File: src/rtl/fsr_pkg.sv
package fsr_pkg;

  localparam int SYN_W    = 32;
  localparam int BIT_BASE = 32;
  localparam int KIND_W   = 3;

  localparam logic [KIND_W-1:0] KIND_PROG  = 3'd1;
  localparam logic [KIND_W-1:0] KIND_ALIGN = 3'd2;
  localparam logic [KIND_W-1:0] KIND_DSTOR = 3'd3;
  localparam logic [KIND_W-1:0] KIND_DTLB  = 3'd4;

  // architectural bit number -> vector index (bit 32 is the MSB)
  function automatic int pos(input int n);
    return SYN_W - 1 - (n - BIT_BASE);
  endfunction

  localparam int P_ILL  = pos(36);
  localparam int P_PRV  = pos(37);
  localparam int P_TRP  = pos(38);
  localparam int P_ST   = pos(40);
  localparam int P_DLK  = pos(42);
  localparam int P_ILK  = pos(43);
  localparam int P_R39  = pos(39);
  localparam int P_R41  = pos(41);
  localparam int P_R44  = pos(44);
  localparam int P_R45  = pos(45);

  localparam logic [SYN_W-1:0] ONE = SYN_W'(1);

  localparam logic [SYN_W-1:0] RSVD_MASK =
    (ONE << P_R39) | (ONE << P_R41) | (ONE << P_R44) | (ONE << P_R45);

  localparam logic [SYN_W-1:0] PROG_MASK =
    (ONE << P_ILL) | (ONE << P_PRV) | (ONE << P_TRP);

  localparam logic [SYN_W-1:0] CAUSE_MASK =
    PROG_MASK | (ONE << P_ST) | (ONE << P_DLK) | (ONE << P_ILK);

  typedef struct packed {
    logic illegal;
    logic privileged;
    logic trap;
    logic store;
    logic dlock_fault;
    logic ilock_fault;
  } cause_t;

endpackage

File: src/rtl/fsr_rst_sync.sv
module fsr_rst_sync #(
  parameter int STAGES = 2
) (
  input  logic clk,
  input  logic rst_n,
  output logic rst_sync_n
);
  logic [STAGES-1:0] sync_q;

  always_ff @(posedge clk or negedge rst_n) begin
    if (!rst_n) sync_q <= '0;
    else        sync_q <= {sync_q[STAGES-2:0], 1'b1};
  end

  assign rst_sync_n = sync_q[STAGES-1];
endmodule

File: src/rtl/fsr_lock_qual.sv
module fsr_lock_qual (
  input  logic op_dcache_lock,
  input  logic op_icache_lock,
  input  logic mode_user,
  input  logic ulock_enable,
  output logic dlock_fault,
  output logic ilock_fault
);
  logic user_lock_denied;

  always_comb begin
    user_lock_denied = mode_user & ~ulock_enable;
    dlock_fault      = op_dcache_lock & user_lock_denied;
    ilock_fault      = op_icache_lock & user_lock_denied;
  end
endmodule

File: src/rtl/fsr_cause_enc.sv
module fsr_cause_enc
  import fsr_pkg::*;
(
  input  logic [KIND_W-1:0] kind,
  input  cause_t            cause,
  output logic              hit,
  output logic [SYN_W-1:0]  syn_new
);
  always_comb begin
    hit     = 1'b0;
    syn_new = '0;
    unique case (kind)
      KIND_PROG: begin
        hit            = 1'b1;
        syn_new[P_ILL] = cause.illegal;
        syn_new[P_PRV] = cause.privileged;
        syn_new[P_TRP] = cause.trap;
      end
      KIND_ALIGN, KIND_DTLB: begin
        hit           = 1'b1;
        syn_new[P_ST] = cause.store;
      end
      KIND_DSTOR: begin
        hit            = 1'b1;
        syn_new[P_ST]  = cause.store;
        syn_new[P_DLK] = cause.dlock_fault;
        syn_new[P_ILK] = cause.ilock_fault;
      end
      default: begin
        hit     = 1'b0;
        syn_new = '0;
      end
    endcase
  end
endmodule

File: src/rtl/fsr_sw_mask.sv
module fsr_sw_mask
  import fsr_pkg::*;
(
  input  logic [SYN_W-1:0] wdata,
  output logic [SYN_W-1:0] wdata_clean
);
  for (genvar i = 0; i < SYN_W; i++) begin : g_bit
    if (RSVD_MASK[i]) begin : g_rsvd
      assign wdata_clean[i] = 1'b0;
    end else begin : g_keep
      assign wdata_clean[i] = wdata[i];
    end
  end
endmodule

File: src/rtl/fault_syndrome_reg.sv
module fault_syndrome_reg
  import fsr_pkg::*;
(
  input  logic              clk,
  input  logic              rst_n,
  input  logic              irq_take,
  input  logic [KIND_W-1:0] irq_kind,
  input  logic              cause_illegal,
  input  logic              cause_priv,
  input  logic              cause_trap,
  input  logic              cause_store,
  input  logic              op_dcache_lock,
  input  logic              op_icache_lock,
  input  logic              mode_user,
  input  logic              ulock_enable,
  input  logic              spr_we,
  input  logic [SYN_W-1:0]  spr_wdata,
  output logic [SYN_W-1:0]  syndrome
);
  logic             rst_sync_n;
  logic             dlock_fault;
  logic             ilock_fault;
  cause_t           cause;
  logic             enc_hit;
  logic [SYN_W-1:0] enc_syn;
  logic [SYN_W-1:0] wr_clean;
  logic [SYN_W-1:0] syn_q;
  logic [SYN_W-1:0] syn_d;
  logic             syn_en;

  fsr_rst_sync #(.STAGES(2)) i_rst_sync (
    .clk        (clk),
    .rst_n      (rst_n),
    .rst_sync_n (rst_sync_n)
  );

  fsr_lock_qual i_lock_qual (
    .op_dcache_lock (op_dcache_lock),
    .op_icache_lock (op_icache_lock),
    .mode_user      (mode_user),
    .ulock_enable   (ulock_enable),
    .dlock_fault    (dlock_fault),
    .ilock_fault    (ilock_fault)
  );

  always_comb begin
    cause.illegal     = cause_illegal;
    cause.privileged  = cause_priv;
    cause.trap        = cause_trap;
    cause.store       = cause_store;
    cause.dlock_fault = dlock_fault;
    cause.ilock_fault = ilock_fault;
  end

  fsr_cause_enc i_cause_enc (
    .kind    (irq_kind),
    .cause   (cause),
    .hit     (enc_hit),
    .syn_new (enc_syn)
  );

  fsr_sw_mask i_sw_mask (
    .wdata       (spr_wdata),
    .wdata_clean (wr_clean)
  );

  // next state: interrupt update has priority over a software write
  always_comb begin
    syn_d  = syn_q;
    syn_en = 1'b0;
    if (irq_take && enc_hit) begin
      syn_d  = enc_syn;
      syn_en = 1'b1;
    end else if (spr_we) begin
      syn_d  = wr_clean;
      syn_en = 1'b1;
    end
  end

  always_ff @(posedge clk or negedge rst_sync_n) begin
    if (!rst_sync_n)  syn_q <= '0;
    else if (syn_en)  syn_q <= syn_d;
  end

  assign syndrome = syn_q;
endmodule

File: config.mk
export PLATFORM = sky130hd
export DESIGN_NAME = fault_syndrome_reg
export DESIGN_NICKNAME = d
export VERILOG_FILES = /design/src/rtl/fsr_pkg.sv /design/src/rtl/fsr_rst_sync.sv /design/src/rtl/fsr_lock_qual.sv /design/src/rtl/fsr_cause_enc.sv /design/src/rtl/fsr_sw_mask.sv /design/src/rtl/fault_syndrome_reg.sv
export SDC_FILE = /design/constraint.sdc
export NUM_CORES = 1
export LEC_CHECK = 0
export ABC_AREA = 1
export BUFFER_PORTS_ARGS = -buffer_cell sky130_fd_sc_hd__buf_2
export CORE_MARGIN = 3
export CORE_UTILIZATION = 44
export DETAILED_ROUTE_END_ITERATION = 8
export PLACE_DENSITY_LB_ADDON = 0.3
export SYNTH_ARGS = -nofsm -noshare
export SYNTH_HDL_FRONTEND = slang
export SYNTH_SLANG_ARGS = --single-unit
File: constraint.sdc
create_clock -name clk -period 1.33 [get_ports clk]
set_clock_uncertainty 0.2 [all_clocks]
set_input_delay 0.1995 -clock clk [delete_from_list [all_inputs] [get_ports clk]]
set_output_delay 0.1995 -clock clk [all_outputs]
set_load 0.005 [all_outputs]
* Word-level counts from Yosys, hierarchy flattened
Index checks and enable logic that the tools add are counted.
** Storage, ports and cells
- Output and inout bits :: 32
- Word-level logic and storage cells :: 23
- Flip-flop bits (word level) :: 34
- Bits of input ports :: 47
** Cells by class
- Equal/unequal tests :: 4
- Muxes and demuxes :: 8
- Reduce and logical (&&, ||, !) cells :: 5
- Bitwise logic cells :: 4
** Operators with widths (count)
- two-way mux 32 bit :: 2
- == test 3 x 2 -> 1 bit, second input constant :: 2
- two-way mux 1 bit :: 4
- OR reduction 4 bit :: 1
- AND 1 bit :: 3
- == test 3 x 1 -> 1 bit, second input constant :: 1
- == test 3 bit, second input constant :: 1
- two-way mux 3 bit :: 1
- OR reduction 3 bit :: 1
- two-way mux 2 bit :: 1
- AND reduction 2 bit :: 1
- nonzero test 2 bit :: 1
- logical AND 1 bit :: 1
- NOT 1 bit :: 1

* Longest topological paths before layout
- Depth in word-level cells :: 6
- Depth in mapped cells :: 9
- Depth with buffers taken out :: 8

* By module
From an unflattened synthesis, not the netlist that was laid out.
** Second synthesis, totals
- Cell total of the unflattened synthesis :: 370
- Area, all modules :: 2627.5 µm²
** By module, submodules not included
- fault_syndrome_reg :: times used 1, area each 2010.7 µm², sequential area each 800.8 µm², cells an instance 279
- fsr_cause_enc :: times used 1, area each 296.5 µm², sequential area each 0.0 µm², cells an instance 49
- fsr_sw_mask :: times used 1, area each 244.0 µm², sequential area each 0.0 µm², cells an instance 33
- fsr_rst_sync :: times used 1, area each 53.8 µm², sequential area each 50.0 µm², cells an instance 3
- fsr_lock_qual :: times used 1, area each 22.5 µm², sequential area each 0.0 µm², cells an instance 6

* Worst setup path before layout
OpenSTA, ideal clock, no wires.
- Kind :: input -> register
- From :: input irq_kind[2]
- To :: register syn_q[25] (netlist: syndrome[25])
- Required time :: 1.014 ns
- Arrival time :: 0.799 ns
- Path buffers :: 1
- Stages :: 9
- Setup slack :: 0.215 ns
- Library setup time :: 0.116 ns
- Cell sequence :: inv_2 nand2_4 nand3_4 nand2_4 nand2_4 buf_6 nand2_2 nand2_1 nand2_1
** Between the ends
- Cells in the longest elaborated chain, start to end :: 6
- Elaborated cells on any way between the ends :: 12
- Those cells by class :: eq/ne (4); mux (4); reduce/logical (4)
** Ends and longest elaborated chain
- from (decl) :: line fault_syndrome_reg.sv:7 : input logic [KIND_W-1:0] irq_kind,
- == test 3 x 1 -> 1 bit (tied with other cells) :: line fsr_cause_enc.sv:12 : unique case (kind)
- OR reduction 4 bit (no line)
- two-way mux 1 bit :: line fsr_cause_enc.sv:12
- logical AND 1 bit :: line fault_syndrome_reg.sv:71 : if (irq_take && enc_hit) begin
- nonzero test 2 bit (no line) / two-way mux 1 bit (equally long branches)
- AND reduction 2 bit (no line)
- to (signal assigned) :: line fault_syndrome_reg.sv:82 : else if (syn_en) syn_q <= syn_d;
- to (decl) :: line fault_syndrome_reg.sv:27 : logic [SYN_W-1:0] syn_q;
Several ways; a longest one is shown, not always the timed one.
A chain may end at the register's enable or synchronous reset.

* Final worst setup path
- From :: register syn_q[13] (netlist: syndrome[13])
- To :: output syndrome[13]
** RTL lines
- to (decl) :: line fault_syndrome_reg.sv:18 : output logic [SYN_W-1:0] syndrome
No word-level cell between the ends.

==> metrics.md <==
| Metric | Value |
|---|---|
| Grt ovf | 0 |
| Nature of the critical path endpoint | output pin |
| First drt pass iteration count | 4 |
| Initial Util | 46.6% |
| Clock root cell | clkbuf_4 |
| Placed inst area | 0.00184 sq mm |
| Die area | 0.00398 sq mm |
| Peak VDD IR | 0.624 mV |
| Crit-path leading delay family | flip-flops |
| Top cells by count, synth | 74 x nand2_1, 30 x dfrtp_1, 22 x a21oi_1 |
| IO buf count | 70 |
| Critical Setup Path Class | flip-flop to output pin |
| PwrDens | 940 mW/mm^2 |
| CP cell instances | buf_2 |
| Met2 Usage GRT | 39.7% |
| CTS tree | yes |
| Maxcap violations | 0 |
| Post-synthesis sequential area ratio | 52.3% |
| Placeable core area | 0.00308 sq mm |
| Nets@finish | 329 |
| Largest net degree at the start of global routing | 18 |
| Post-Layout Cell Count | 327 |
| Dpl hpwl | 2600 microns |
| Final Util | 73.2% |
| CP max-delay cell | dfrtp_1 |
| Setup TNS | 0 ns |
| Largest area contributor in the netlist | dfrtp_1 |
| Die H | 63.1 microns |
| Core Rows | 20 |
| CP Data Required Time | 0.93 ns |
| First-iteration detailed-routing DRC count | 97 |
| Post-synth EDFFs | 0 |
| Synth warn | 0 |
| # IOs | 79 |
| Status | finished, final reports clean |
| Final hold violation count | 0 |
| Num Clock Sinks | 30 |
| Vias in the first global route | 1503 |
| Post-route DRC | 0 |
| Layout cells sized above 1 | 35.7% |
| Antenna-violating nets left | 0 |
| Startpoint types | flip-flop |
| # placed instances | 284 |
| Initial antenna violation count | 0 |
| CTS H-tree lvls | 2 |
| Tmin final | 1.28 ns |
| Die Wd | 63.1 microns |
| Antenna Cells | 0 |
| Unrepaired setup endpoints after global routing | no |
| Wire per inst | 12.9 microns |
| Most Used Layer, Global Route | met2 |
| Ys flop type | dfrtp_1 |
| Routability cong. | 0.748 |
| Via-to-Cell Ratio | 4.68 |
| Setup bufs post-CTS | 0 |
| Final slew viol count | 0 |
| Clock buffer depth | 2 |
| Setup-failing EPs final | 0 |
| Critical path peak fanout | 2 |
| Clk_lat worst skew | 0.33 ns |
| Num CTS Buffers | 5 |
| Reg clk slew, reported paths | 0.10 ns |
| Path type of the worst min-delay path | flip-flop to async pin |
| Count leader, synth | nand2_1 |
| #FFs+latches synth | 30 |
| Worst path max stage delay | 0.41 ns |
| Dominant cells by area after synthesis | dfrtp_1 52%, nand2_1 19%, a21oi_1 7.7% |
| Layout area overhead | 56.9% |
| Fin crit share | 96.3% |
| First-pass GRT wire length | 7180 microns |
| Met1 usage in global routing | 28.0% |
| Met3 track demand over resource | 7.49% |
| Max Clk Rate | 781 MHz |
| GRT Resource Usage Total | 23.3% |
| Synth Instances | 170 |
| Area fraction of the dominant cell type after synthesis | 52.3% |
| CP arrival | 0.88 ns |
| WP buf/inv | 1 |
| Vias | 1530 |
| Leakage power | 1.21 nW |
| Yosys cell types | 17 |
| Detailed Route WL | 4200 microns |
| Fill count | 253 |
| Post-Syn Area | 0.00144 sq mm |
| Syn Area/Cell | 8.44 sq um |
| Post-synth ARST share | 100% |
| Final instance area | 0.00225 sq mm |
[per-stage QoR]
stage          power, mW  setup WS (ns)  hold WS (ns)
5_1_grt             2.26         0.0170        0.0403
6_report            2.12         0.0495       0.00120
2_1_floorplan       1.29          0.215        -0.296
3_3_place_gp        1.47         0.0654        -0.213
4_1_cts             2.12         0.0578       0.00786
3_5_place_dp        1.49         0.0407        -0.208
[cell families (layout without fill, tap and decap cells)]
group	count (synthesis)	after routing	share of synthesized area, %
buf+inv	18	128	7.85
compound gates	23	23	8.81
flops	30	30	52.3
simple gates	97	97	30.5
other cells	2	5	0.523
[power breakdown]
part / switching, mW / internal (mW)
combinational: 0.240 / 0.263
clock: 0.308 / 0.256
sequential: 0.0503 / 1.00
[final cells by class]
class                           instances  area, sq um  area share (%)
Timing Repair Buffer                  114          781            34.7
Sequential cell                        30          751            33.3
Multi-Input combinational cell        125          583            25.9
Clock buffer                            7         55.1            2.44
Tap cell                               44         55.1            2.44
Inverter                                6         22.5            1.00
Clock inverter                          1         5.00           0.222
[path summary, 6_finish.rpt]
kind	from	endpoint	depth (start not counted)	slack, ns
min reg2reg	i_rst_sync.sync_q[1]	syndrome[9]	1	0.001
min in group clk	cause_trap	syndrome[25]	5	0.01
max reg2reg	syndrome[4]	syndrome[4]	2	0.48
min	i_rst_sync.sync_q[1]	syndrome[9]	1	0.001
max	syndrome[13]	syndrome[13]	1	0.05
max in group asynchronous	rst_n	i_rst_sync.sync_q[0]	3	0.28
[layout by cell type, fill, tap and decap left out]
cell type	count
a21oi_1	22
a21oi_4	1
buf_12	1
buf_2	70
buf_4	8
clkbuf_1	1
clkbuf_4	5
clkbuf_8	1
clkinv_2	1
conb_1	5
dfrtp_1	30
dlygate4sd3_1	35
inv_1	3
inv_2	3
nand2_1	74
nand2_2	5
nand2_4	3
nand3_1	10
nand3_2	2
nand3_4	1
nor2_1	2
[routing by layer]
metal  routed length [microns]  part of all wire [%]  vias to the layer above
met4                        67                   1.6                        0
li1                          -                     -                      751
met2                      2220                    53                       63
met3                       266                   6.3                       10
met5                         0                     0                        -
met1                      1650                    39                      706
[state kept, by name, indices dropped and copies added, names as in the netlist]
signal             flops
i_rst_sync.sync_q      2
syndrome              28
[worst reg2reg max path: cells and delay by family (launching register included)]
kind,cells,cell delay [ns]
compound gates,1,0.14
flops,1,0.37
simple gates,1,0.06
[repair_timing]
item / 4_1_cts / 5_1_grt
endpoints found under the hold margin: 30 / 0
hold buffers: 35 / 0
resized for setup: 0 / 0
endpoints found under the setup margin: 0 / 0
(Power assumes the default switching activity.)
